[src/rtl/bclk_pkg.sv]
package bclk_pkg;
  localparam int unsigned STRAP_W = 4;
  localparam int unsigned MAX_DIV = 4;
  localparam int unsigned RATIO_W = $clog2(MAX_DIV) + 1;

  typedef enum logic [1:0] {
    DIV_RSVD = 2'b00,
    DIV_BY2  = 2'b01,
    DIV_BY3  = 2'b10,
    DIV_BY4  = 2'b11
  } div_code_e;

  // MSBs carry the range code, LSBs the divide code
  typedef struct packed {
    logic [1:0] freq;
    div_code_e  div;
  } strap_cfg_t;

  function automatic logic [RATIO_W-1:0] ratio_of(div_code_e c);
    case (c)
      DIV_BY3: ratio_of = RATIO_W'(3);
      DIV_BY4: ratio_of = RATIO_W'(4);
      default: ratio_of = RATIO_W'(2);
    endcase
  endfunction
endpackage

[src/rtl/strap_cfg_latch.sv]
module strap_cfg_latch
  import bclk_pkg::*;
(
  input  logic               clk_i,
  input  logic               rst_ni,
  input  logic [STRAP_W-1:0] strap_i,
  output strap_cfg_t         cfg_o
);
  strap_cfg_t cfg_q;

  // follows the pins while reset is low, frozen after release
  always_ff @(posedge clk_i) begin
    if (!rst_ni) cfg_q <= strap_cfg_t'(strap_i);
  end

  assign cfg_o = cfg_q;
endmodule

[src/rtl/bus_clk_divider.sv]
module bus_clk_divider #(
  parameter int unsigned MAX_DIV = 4,
  localparam int unsigned PH_W   = (MAX_DIV > 2) ? $clog2(MAX_DIV) : 1,
  localparam int unsigned RAT_W  = $clog2(MAX_DIV) + 1
) (
  input  logic             clk_i,
  input  logic             rst_ni,
  input  logic [RAT_W-1:0] ratio_i,
  output logic             bus_clk_o,
  output logic             bus_en_o,
  output logic             boundary_o
);
  logic [PH_W-1:0]  ph_q;
  logic [RAT_W-1:0] ph_ext, hi_len, last_ph;
  logic             at_last;

  assign ph_ext     = RAT_W'(ph_q);
  assign hi_len     = ratio_i >> 1;
  assign last_ph    = ratio_i - RAT_W'(1);
  assign at_last    = (ph_ext == last_ph);
  assign boundary_o = (ph_q == '0);

  always_ff @(posedge clk_i or negedge rst_ni) begin
    if (!rst_ni) begin
      ph_q      <= '0;
      bus_clk_o <= 1'b0;
      bus_en_o  <= 1'b0;
    end else begin
      bus_clk_o <= (ph_ext < hi_len);
      bus_en_o  <= boundary_o;
      ph_q      <= at_last ? '0 : ph_q + PH_W'(1);
    end
  end
endmodule

[src/rtl/core_clk_gate.sv]
module core_clk_gate (
  input  logic clk_i,
  input  logic rst_ni,
  input  logic boundary_i,
  input  logic stop_req_i,
  input  logic wake_irq_i,
  output logic run_o
);
  logic run_q, stop_pend_q, wake_pend_q;
  logic stop_any, wake_any;

  assign stop_any = run_q & (stop_pend_q | stop_req_i);
  // a wake only counts once a stop is pending or active
  assign wake_any = wake_pend_q | (wake_irq_i & (~run_q | stop_any));

  always_ff @(posedge clk_i or negedge rst_ni) begin
    if (!rst_ni) begin
      run_q       <= 1'b1;
      stop_pend_q <= 1'b0;
      wake_pend_q <= 1'b0;
    end else if (boundary_i) begin
      if (run_q) begin
        if (stop_any && !wake_any) run_q <= 1'b0;
      end else if (wake_any) begin
        run_q <= 1'b1;
      end
      stop_pend_q <= 1'b0;
      wake_pend_q <= 1'b0;
    end else begin
      stop_pend_q <= stop_any;
      wake_pend_q <= wake_any;
    end
  end

  assign run_o = run_q;
endmodule

[src/rtl/strap_bus_clk_gen.sv]
module strap_bus_clk_gen
  import bclk_pkg::*;
(
  input  logic               clk_i,
  input  logic               rst_ni,
  input  logic [STRAP_W-1:0] strap_data_i,
  input  logic               stop_req_i,
  input  logic               wake_irq_i,
  output logic               bus_clk_o,
  output logic               bus_clk_en_o,
  output logic               core_clk_en_o,
  output logic [1:0]         freq_range_o
);
  strap_cfg_t         cfg;
  logic [RATIO_W-1:0] ratio;
  logic               boundary;

  strap_cfg_latch i_cfg (
    .clk_i   (clk_i),
    .rst_ni  (rst_ni),
    .strap_i (strap_data_i),
    .cfg_o   (cfg)
  );

  assign ratio        = ratio_of(cfg.div);
  assign freq_range_o = cfg.freq;

  bus_clk_divider #(.MAX_DIV(MAX_DIV)) i_div (
    .clk_i      (clk_i),
    .rst_ni     (rst_ni),
    .ratio_i    (ratio),
    .bus_clk_o  (bus_clk_o),
    .bus_en_o   (bus_clk_en_o),
    .boundary_o (boundary)
  );

  core_clk_gate i_gate (
    .clk_i      (clk_i),
    .rst_ni     (rst_ni),
    .boundary_i (boundary),
    .stop_req_i (stop_req_i),
    .wake_irq_i (wake_irq_i),
    .run_o      (core_clk_en_o)
  );
endmodule

[config.mk]
export PLATFORM = sky130hd
export DESIGN_NAME = strap_bus_clk_gen
export DESIGN_NICKNAME = d
export VERILOG_FILES = /design/src/rtl/bclk_pkg.sv /design/src/rtl/strap_cfg_latch.sv /design/src/rtl/bus_clk_divider.sv /design/src/rtl/core_clk_gate.sv /design/src/rtl/strap_bus_clk_gen.sv
export SDC_FILE = /design/constraint.sdc
export NUM_CORES = 1
export LEC_CHECK = 0
export ABC_AREA = 1
export ABC_CLOCK_PERIOD_IN_PS = 2700
export BUFFER_PORTS_ARGS = -buffer_cell sky130_fd_sc_hd__buf_4
export CORE_AREA = 2 2 39 41
export DETAILED_ROUTE_END_ITERATION = 7
export DIE_AREA = 0 0 41 43
export MAX_ROUTING_LAYER = met4
export PLACE_DENSITY = 0.67
export SLEW_MARGIN = 20
export SYNTH_ARGS = -nofsm -noshare
export SYNTH_HDL_FRONTEND = slang
export SYNTH_SLANG_ARGS = --single-unit
[constraint.sdc]
create_clock -name clk_i -period 2.7 [get_ports clk_i]
set_input_delay 0 -clock clk_i [delete_from_list [all_inputs] [get_ports clk_i]]
set_output_delay 0 -clock clk_i [all_outputs]
set_load 0.01 [all_outputs]
After elaboration in Yosys (flattened, before gate mapping)
Cells that the tools add are included. Widths: inputs -> output; s select.

Flip-flop bits (word level): 11. Latch bits: 0. Memory bits (writable): 0. Memory bits (read-only): 0. Bits of input ports: 8. Output and inout port bits: 5. Word-level logic and storage cells: 30. Memories: 0.

Add/sub/neg operators: 2. $mul: 0. Div/mod/pow operators: 0. $lt $le $gt $ge: 1. Equal/unequal tests: 3. Shift-type cells: 0. Multiplexer cells: 7. Bitwise operators: 6. Reductions and logical operators: 3.

Operators by type and width (number): $pmux 3 s2 (1); $mux 1 (5); $eq 2x2->1 const B (2); $eq 2x3->1 (1); $or 1x1->1 (3); $sub 3x1->3 const B (1); $add 2x1->2 const B (1); $and 1x1->1 (2); $logic_not 2->1 (1); $lt 2x2->1 (1); $mux 2 (1); $logic_and 1x1->1 (1); $logic_not 1->1 (1); $not 1->1 (1).

Logic depth before layout (Yosys ltp)
Gate-level depths: netlist of the first run.

Depth after elaboration: 9. Mapped depth: 6. Gate-level depth less buffers: 6.

Cells and area by module
Synthesis of the first run repeated with hierarchy kept, for this count alone.

Cell total of the unflattened synthesis: 51. Area total of the unflattened synthesis: 496.7 um^2.

By module, submodules not included: bus_clk_divider (instances 1, cells each 27, area each 231.5 um^2, sequential area each 100.1 um^2); core_clk_gate (instances 1, cells each 15, area each 126.4 um^2, sequential area each 76.3 um^2); strap_cfg_latch (instances 1, cells each 5, area each 123.9 um^2, sequential area each 120.1 um^2); strap_bus_clk_gen (instances 1, cells each 4, area each 15.0 um^2, sequential area each 0.0 um^2).

Worst setup path after synthesis of the first run
No wires, ideal clock.

Path type: reg-to-reg. Start point: register i_div.ph_q[0]. End point: register i_gate.run_q (netlist: i_gate.run_o). Library setup time: 0.079 ns. Data arrival time: 0.894 ns. Data required time: 2.621 ns. Setup slack: 1.727 ns. Cell stages (with the launch flop): 6. Path buffers: 0. Clock period less this slack: 0.973 ns. Path through: dfrtp_1 > inv_1 > ha_1 > inv_1 > o21ai_0 > nand2_1.

Longest elaborated chain between the ends: 1.

Ends and longest elaborated chain: start, declared (RTL line bus_clk_divider.sv:13) `logic [PH_W-1:0] ph_q;`; start signal, assigned (RTL line bus_clk_divider.sv:31) `ph_q <= at_last ? '0 : ph_q + PH_W'(1);`; $logic_not 2->1 (RTL line bus_clk_divider.sv:21) `assign boundary_o = (ph_q == '0);`; net boundary (RTL line strap_bus_clk_gen.sv:16) `logic boundary;`; end signal, assigned (RTL line core_clk_gate.sv:18) `run_q <= 1'b1;`; end signal, assigned (RTL line core_clk_gate.sv:23) `if (stop_any && !wake_any) run_q <= 1'b0;`; end signal, assigned (RTL line core_clk_gate.sv:25) `run_q <= 1'b1;`; end, declared (RTL line core_clk_gate.sv:9) `logic run_q, stop_pend_q, wake_pend_q;`.

The timed path passes the listed nets, and every way through them passes these cells. A chain may end at the register's enable or synchronous reset.

Worst setup path in the final report of the first run
Same ends and word-level chain as after synthesis.

==> results of run 1 <==
==> cell type report <==
cell class                 instances  area [um2]
clock buffer                       4        26.3
fill                             141         753
inverter                           6        22.5
tap                               16        20.0
sequential                        11         297
timing repair buffer              18         150
multi-input combinational         22         115
==> routing by layer <==
metal | share of wire [%] | up-vias
met5 | 0 | -
met4 | 1.4 | 0
met3 | 4.4 | 2
met1 | 41 | 142
met2 | 53 | 9
li1 | - | 167
==> final timing paths <==
check | slack [ps] | from | endpoint | depth (start not counted)
max | 1640 | i_div.ph_q[0]$_DFF_PN0_ | i_gate.run_o$_DFFE_PN1N_ | 5
max in group asynchronous | 2410 | rst_ni | i_gate.run_o$_DFFE_PN1N_ | 2
min | 0.4 | stop_req_i | i_gate.stop_pend_q$_DFF_PN0_ | 3
min in group asynchronous | 80 | rst_ni | i_gate.wake_pend_q$_DFF_PN0_ | 2
max reg2reg | 1640 | i_div.ph_q[0]$_DFF_PN0_ | i_gate.run_o$_DFFE_PN1N_ | 5
min reg2reg | 450 | i_div.ph_q[0]$_DFF_PN0_ | i_div.ph_q[0]$_DFF_PN0_ | 1
==> critical path: stages, from the launching register on <==
cell and delay, ps:
dfrtp_1 390, inv_1 100, ha_1 220, inv_1 70, o21ai_0 150, nand2_1 70
==> flip-flops by register name (all words and copies together), names as in the netlist <==
name and count:
i_gate.wake_pend_q 1, i_gate.stop_pend_q 1, i_div.bus_clk_o 1, i_gate.run_o 1, i_div.bus_en_o 1, i_div.ph_q 2
i_cfg.cfg_o 4
==> cell usage after synthesis <==
cell / instances / area [um2]
a21boi_1: 1 / 7.51
a21oi_1: 3 / 15.0
buf_4: 2 / 15.0
dfrtp_1: 6 / 150
dfstp_2: 1 / 26.3
edfxtp_1: 4 / 120
ha_1: 2 / 25.0
inv_1: 6 / 22.5
nand2_1: 11 / 41.3
nand3_1: 1 / 5.00
nor2_1: 2 / 7.51
o21ai_0: 1 / 5.00
xnor2_1: 1 / 8.76
==> logic make-up after synthesis <==
group | Yosys count
simple gates | 14
flops | 11
buf+inv | 8
compound gates | 5
fa+ha+maj | 2
xor+xnor | 1
==> power breakdown <==
group / switching, mW / internal (mW)
Sequential: 0.0299 / 0.238
Combinational: 0.0981 / 0.0976
Clock: 0.0554 / 0.0572
Total: 0.183 / 0.393
==> impl_metrics.json, run 1 <==
{
  "status": "complete, no violations",
  "worstMarginPinSlew_ps": 202,
  "start_util_pct": 32.5,
  "netlist-cell-type-count": 13,
  "clock_skew_ps": 1.52,
  "period_share_pct": 39.3,
  "synth-simple-area-share_pct": 12.0,
  "leakage_nw": 0.311,
  "globalplace.congestion": 0.636,
  "fin_ws_ps": 1640,
  "tns_ps": 0,
  "maxCapViolations": 0,
  "ios": 13,
  "antenna_found_initial": 0,
  "yosysWarnings": 0,
  "clk_pin_slew_worst_paths_ps": 70,
  "hold_viol": 0,
  "ant_nets": 0,
  "synthesis.area_um2": 449,
  "crit_type": "register to register",
  "cts_root_buf": "clkbuf_4",
  "setup_viol_count_final": 0,
  "cts-resized-gates": 0,
  "synth_fa_ha_area_share_pct": 5.57,
  "clock_path_buffers": 2,
  "rsz0062_at_grt": "no",
  "die_h_um": 43,
  "met1_usage_pct": 13.0,
  "cellPowerDensity_mw_per_mm2": 914,
  "min_period_ps": 1060,
  "holdBufCountCts": 6,
  "drv_slew": 0,
  "placed_cells": 67,
  "synthCells": 41,
  "drtIter0Drc": 4,
  "layout.cells.non_filler": 77,
  "synth_top_family_by_area": "simple AND/OR/NAND/NOR gates",
  "hp-class": "input port to register",
  "overflow": 0,
  "relSlewSlack_pct": 86.4,
  "finalNetCount": 72,
  "synthMuxAreaShare_pct": 0,
  "die_w_um": 41,
  "drt-pass1-iter-count": 2,
  "cp.required_ps": 2900,
  "final_common_cell": "buf_4",
  "cts_buffers": 3,
  "clock_latency_ps": 270,
  "dieArea_mm2": 0.00176,
  "wl_um": 778,
  "grt_max_degree": 9,
  "drc": 0,
  "dp_hpwl_um": 566,
  "clkSinkCount": 11,
  "p_total_mw": 0.577,
  "area_delta_synth_final_pct": 40.4,
  "crit_fanout": 4,
  "post-cts-setup-buffers": 0,
  "viasPerCell": 4.16,
  "avgSynthCellArea_um2": 11.0,
  "synth-xor-area-share_pct": 1.95,
  "synth_compound_area_share_pct": 6.13,
  "cts_tree": "yes",
  "final_cell_area_um2": 631,
  "ys_seq_area_share_pct": 66.0,
  "synth_nets": 51,
  "ys_ff_latch": 11,
  "whs_ps": 0.391,
  "met3_usage_pct": 4.71,
  "fin_util_pct": 45.6,
  "peakVddDrop_v": 0.000322,
  "diodes": 0,
  "critical_path_arrival_ps": 1260,
  "port_buffers": 12,
  "drive_above_1_share_pct": 26.2,
  "pre_cts_slack_ps": 1630,
  "grtUsageMet2_pct": 16.6,
  "final_cell_mix": "12 x buf_4, 11 x nand2_1, 6 x inv_1, 6 x dlygate4sd3_1, 6 x dfrtp_1",
  "grtUsageTotal_pct": 11.4,
  "rows": 14,
  "grt_pass1_vias": 300,
  "fmax_mhz": 941,
  "postPlaceCellArea_um2": 544,
  "core-area_mm2": 0.00138,
  "drt-wirelength-per-cell_um": 10.1,
  "num_vias": 320,
  "htreeDepth": 1,
  "start_kind": "register",
  "endpoint_kind": "register",
  "top_usage_layer": "met2",
  "grt_pass1_wl_mm": 1.27
}
Note: power is estimated with default switching activity, not from simulation.
==> run 2: changes to the inputs <==
--- a/config.mk
+++ b/config.mk
@@ -6,7 +6,7 @@
 export NUM_CORES = 1
 export LEC_CHECK = 0
 export ABC_AREA = 1
-export ABC_CLOCK_PERIOD_IN_PS = 2700
+export ABC_CLOCK_PERIOD_IN_PS = 1000
 export BUFFER_PORTS_ARGS = -buffer_cell sky130_fd_sc_hd__buf_4
 export CORE_AREA = 2 2 39 41
 export DETAILED_ROUTE_END_ITERATION = 7
==> constraint.sdc (replaced) <==
create_clock -name clk_i -period 1 [get_ports clk_i]
set_input_delay 0 -clock clk_i [delete_from_list [all_inputs] [get_ports clk_i]]
set_output_delay 0 -clock clk_i [all_outputs]
set_load 0.01 [all_outputs]
==> impl_metrics.json, run 2 (synthesis results as in run 1) <==
{
  "crit_type": "register to register",
  "globalplace.congestion": 0.697,
  "clock_path_buffers": 2,
  "cp.required_ps": 1190,
  "drt-pass1-iter-count": 3,
  "rows": 14,
  "clock_skew_ps": 0.813,
  "ios": 13,
  "peakVddDrop_v": 0.00106,
  "drv_slew": 0,
  "die_h_um": 43,
  "wl_um": 762,
  "crit_fanout": 4,
  "cellPowerDensity_mw_per_mm2": 2560,
  "fmax_mhz": 1010,
  "final_cell_mix": "14 x buf_4, 9 x nand2_1, 6 x dlygate4sd3_1, 6 x dfrtp_1, 5 x inv_1",
  "drive_above_1_share_pct": 38.1,
  "port_buffers": 12,
  "hp-class": "input port to register",
  "htreeDepth": 1,
  "setup_viol_count_final": 0,
  "core-area_mm2": 0.00138,
  "min_period_ps": 990,
  "whs_ps": 21.0,
  "clk_pin_slew_worst_paths_ps": 70,
  "p_total_mw": 1.71,
  "dieArea_mm2": 0.00176,
  "hold_viol": 0,
  "start_kind": "register",
  "maxCapViolations": 0,
  "relSlewSlack_pct": 84.2,
  "die_w_um": 41,
  "leakage_nw": 0.322,
  "period_share_pct": 99.0,
  "num_vias": 320,
  "grt_pass1_wl_mm": 1.11,
  "grtUsageTotal_pct": 11.0,
  "cts_root_buf": "clkbuf_4",
  "drc": 0,
  "overflow": 0,
  "largest_register_ffs": 4,
  "worstMarginPinSlew_ps": 235,
  "dp_hpwl_um": 516,
  "antenna_found_initial": 0,
  "endpoint_kind": "register",
  "viasPerCell": 4.05,
  "cts_tree": "yes",
  "area_delta_synth_final_pct": 49.0,
  "drtIter0Drc": 1,
  "grt_max_degree": 9,
  "drt-wirelength-per-cell_um": 9.65,
  "grt_pass1_vias": 282,
  "cts_buffers": 3,
  "status": "complete, no violations",
  "diodes": 0,
  "critical_path_arrival_ps": 1180,
  "nFillCells": 128,
  "ant_nets": 0,
  "rsz0062_at_grt": "yes",
  "clkSinkCount": 11,
  "start_util_pct": 32.5,
  "finalNetCount": 74,
  "final_common_cell": "buf_4",
  "clock_latency_ps": 260
}
[run 2: critical path, cell delays in order, from the launching register on]
cell      delay [ps]
edfxtp_1         450
nand2_1          110
ha_1             230
a21oi_1          130
[run 2: area by class of cell]
| type | instances | area [um2] | share of cell area (%) |
|---|---|---|---|
| well taps | 16 | 20.0 | 2.99 |
| flip-flops and latches | 11 | 297 | 44.3 |
| multi-input cells | 22 | 139 | 20.7 |
| inverters | 6 | 22.5 | 3.36 |
| clock buffers | 4 | 26.3 | 3.93 |
| repair buffers | 20 | 165 | 24.7 |
[run 2: report_power, final]
group / internal (mW) / switching, mW / total [mW]
registers: 0.645 / 0.0912 / 0.736
logic: 0.357 / 0.328 / 0.685
clock network: 0.154 / 0.137 / 0.291
[run 2: through the flow]
stage | setup TNS (ps) | cell area [um2] | worst slack, ps | std cells | utilization [%]
after global placement | 0 | 552 | 4.70 | 68 | 39.9
after detailed placement | 0 | 552 | 6.21 | 68 | 39.9
after floorplan | 0 | 449 | 27.3 | 41 | -
after CTS | 0 | 638 | 4.14 | 78 | 46.1
after global routing | -80.5 | 669 | -28.7 | 79 | 48.4
final | 0 | 669 | 10.3 | 79 | 48.4
[run 2: final timing paths]
path,start,to,slack [ps],cells after the start
hold / removal,stop_req_i,i_gate.stop_pend_q$_DFF_PN0_,20,3
max in group asynchronous,rst_ni,i_gate.run_o$_DFFE_PN1N_,710,2
setup reg to reg,i_cfg.cfg_o[1]$_DFFE_PN_,i_div.bus_clk_o$_DFF_PN0_,10,3
min in group asynchronous,rst_ni,i_div.bus_clk_o$_DFF_PN0_,90,2
setup / recovery,i_cfg.cfg_o[1]$_DFFE_PN_,i_div.bus_clk_o$_DFF_PN0_,10,3
hold reg to reg,i_div.ph_q[0]$_DFF_PN0_,i_div.ph_q[0]$_DFF_PN0_,460,1
[run 2: metal layers]
metal	global-route usage [%]	part of all wire, %	vias to the layer above
li1	-	-	170
met1	10.8	37	142
met2	15.3	57	6
met3	3.14	2.6	2
met4	12.0	3.1	0
met5	-	0	-
[run 2: what timing repair did]
| item | in CTS | in global routing |
|---|---|---|
| hold buffers | 6 | 0 |
| hold endpoints to repair | 12 | 0 |
| gates resized for setup | 1 | 7 |
| pin swaps | 0 | 2 |
| setup endpoints to repair | 1 | 5 |
| buffers inserted | 0 | 1 |
==> run 3: changes to the inputs <==
--- a/config.mk
+++ b/config.mk
@@ -12,8 +12,9 @@
 export DETAILED_ROUTE_END_ITERATION = 7
 export DIE_AREA = 0 0 41 43
 export MAX_ROUTING_LAYER = met4
-export PLACE_DENSITY = 0.67
+export PLACE_DENSITY = 0.71
 export SLEW_MARGIN = 20
 export SYNTH_ARGS = -nofsm -noshare
 export SYNTH_HDL_FRONTEND = slang
+export SYNTH_HIERARCHICAL = 1
 export SYNTH_SLANG_ARGS = --single-unit
==> impl_metrics.json, run 3 <==
{
  "synthCells": 51,
  "die_h_um": 43,
  "yosys-top-cells-count": "14 x nand2_1, 10 x inv_1, 6 x dfrtp_1",
  "final_cell_area_um2": 806,
  "critical_path_arrival_ps": 1480,
  "rows": 14,
  "ant_nets": 0,
  "placed_cells": 84,
  "peakVddDrop_v": 0.00113,
  "avgSynthCellArea_um2": 9.74,
  "rr_endpoint": "i_div/ph_q[0]$_DFF_PN0_",
  "cts_tree": "yes",
  "holdPathStages": 3,
  "endpoint_kind": "register",
  "cellPowerDensity_mw_per_mm2": 2260,
  "relSlewSlack_pct": 89.9,
  "cts_root_buf": "clkbuf_4",
  "globalplace.congestion": 0.687,
  "port_buffers": 12,
  "viasPerCell": 4.37,
  "cp_cell_sequence": "nor2_4, inv_2, ha_4, nand2_1, nand2_1, nand2_1, nor2_2, nor2_1",
  "crit_type": "register to register",
  "num_vias": 428,
  "synthFlopType": "dfrtp_1",
  "r2r-start": "i_cfg/cfg_o[0]$_DFFE_PN_",
  "grt_pass1_wl_mm": 1.50,
  "dp_hpwl_um": 638,
  "grt_pass1_vias": 399,
  "start_util_pct": 35.9,
  "period_share_pct": 133,
  "synth_top_area_share_pct": 30.2,
  "start_kind": "register",
  "postPlaceCellArea_um2": 647,
  "hp-class": "input port to register",
  "drt-pass1-iter-count": 4,
  "wl_um": 994,
  "leakage_nw": 0.411,
  "min_period_ps": 1330,
  "crit_slowest_cell": "edfxtp_1",
  "worstMarginPinSlew_ps": 151,
  "ys_ff_latch": 11,
  "ios": 13,
  "maxCapViolations": 0,
  "drt-wirelength-per-cell_um": 10.1,
  "antenna_found_initial": 0,
  "largest_register_ffs": 4,
  "status": "complete, but fails checks",
  "violations": "setup timing",
  "crit_buf_inv": 1,
  "clock_latency_ps": 260,
  "grt_max_degree": 9,
  "cp_common_cell": "nand2_1",
  "synth.most_common_cell": "nand2_1",
  "clock_path_buffers": 2,
  "drv_slew": 0,
  "rsz0062_at_grt": "yes",
  "yosys-top-cells-area": "dfrtp_1 30%, edfxtp_1 24%, nand2_1 11%",
  "drive_above_1_share_pct": 51.2,
  "setup_viol_count_final": 3,
  "fin_ws_ps": -333,
  "synthesis.area_um2": 497,
  "yosysTopAreaCell": "dfrtp_1",
  "yosysWarnings": 6,
  "final_cell_mix": "20 x buf_4, 13 x nand2_1, 6 x inv_2, 6 x dlygate4sd3_1, 6 x dfrtp_1",
  "area_delta_synth_final_pct": 62.2,
  "grtUsageTotal_pct": 13.3,
  "final_common_cell": "buf_4",
  "fin_util_pct": 58.2,
  "drc": 0,
  "ys_async_sr_fraction_pct": 63.6,
  "setup.worst_path.end": "i_div/ph_q[0]$_DFF_PN0_",
  "cts_buffers": 3,
  "cp.depth": 8,
  "cp.required_ps": 1150,
  "layout.cells.non_filler": 98,
  "overflow": 0,
  "synth_nets": 62,
  "cp_top_family": "simple AND/OR/NAND/NOR gates",
  "core-area_mm2": 0.00138,
  "fmax_mhz": 750,
  "diodes": 0,
  "netlist-cell-type-count": 13,
  "finalNetCount": 94,
  "pre_cts_slack_ps": -364,
  "clk_pin_slew_worst_paths_ps": 60,
  "dieArea_mm2": 0.00176,
  "ys_seq_area_share_pct": 59.7,
  "drtIter0Drc": 6,
  "synth_edf_count": 4,
  "htreeDepth": 1,
  "die_w_um": 41,
  "crit_start": "i_cfg/cfg_o[0]$_DFFE_PN_",
  "reg2reg_depth": 8,
  "nFillCells": 128,
  "tns_ps": -845,
  "crit_fanout": 2,
  "clkSinkCount": 11,
  "hold_viol": 0,
  "clock_skew_ps": 0.883,
  "rrSetupSlack_ps": -330,
  "max_stage_delay_ps": 440
}
## run 3: per-stage QoR
step                      total power [mW]  hold slack, ps
after floorplan                       1.10            -296
after global placement                1.38            -180
after detailed placement              1.40            -178
after CTS                             1.73            11.2
after global routing                  1.97            40.6
final                                 1.82            25.9
## run 3: metal layers
layer | GRT usage, % | vias up | share of wire (%)
li1 | - | 214 | -
met1 | 15.7 | 204 | 37
met2 | 20.6 | 6 | 59
met3 | 1.57 | 4 | 2.3
met4 | 8.00 | 0 | 1.5
met5 | - | - | 0
## run 3: cell type report
| class | instances | area (um2) | area share [%] |
|---|---|---|---|
| Sequential cell | 11 | 297 | 36.8 |
| Timing Repair Buffer | 27 | 221 | 27.5 |
| Tap cell | 16 | 20.0 | 2.48 |
| Inverter | 12 | 47.5 | 5.90 |
| Clock buffer | 4 | 26.3 | 3.26 |
| Multi-Input combinational cell | 28 | 194 | 24.1 |
## run 3: report_power, final
group	leakage, nW	internal (mW)	switching [mW]
logic	0.274	0.407	0.392
clock network	0.0150	0.154	0.133
registers	0.122	0.641	0.0922
total	0.411	1.20	0.618
## run 3: cell families (layout without fill, tap and decap cells)
| family | after synthesis | after routing | synth area share (%) |
|---|---|---|---|
| buffers and inverters | 12 | 43 | 9.07 |
| AOI/OAI and AO/OA | 3 | 3 | 3.02 |
| DFF | 11 | 11 | 59.7 |
| and+or+nand+nor | 21 | 21 | 17.4 |
| adders and majority gates | 3 | 3 | 7.56 |
| xor gates and xnor gates | 1 | 1 | 3.28 |
## run 3: worst min path at each step
| stage | startpoint | endpoint | slack, ps |
|---|---|---|---|
| 2_1_floorplan | rst_ni | i_div/bus_clk_o$_DFF_PN0_ | -300 |
| 3_3_place_gp | rst_ni | i_div/bus_clk_o$_DFF_PN0_ | -180 |
| 3_5_place_dp | rst_ni | i_gate/stop_pend_q$_DFF_PN0_ | -180 |
| 4_1_cts | wake_irq_i | i_gate/wake_pend_q$_DFF_PN0_ | 10 |
| 5_1_grt | wake_irq_i | i_gate/wake_pend_q$_DFF_PN0_ | 40 |
| 6_report | wake_irq_i | i_gate/wake_pend_q$_DFF_PN0_ | 30 |
## run 3: repair_timing
action / CTS / global route
endpoints found under the hold margin: 12 / 0
buffers inserted: 3 / 1
endpoints found under the setup margin: 3 / 5
pin swaps: 4 / 7
resized for setup: 3 / 11
hold buffers: 6 / 0
## run 3: tightest hold or removal path, delay by kind of cell
family | cells | cell delay (ps)
and+or+nand+nor | 1 | 90
AOI/OAI and AO/OA | 1 | 60
buffers and inverters | 1 | 110
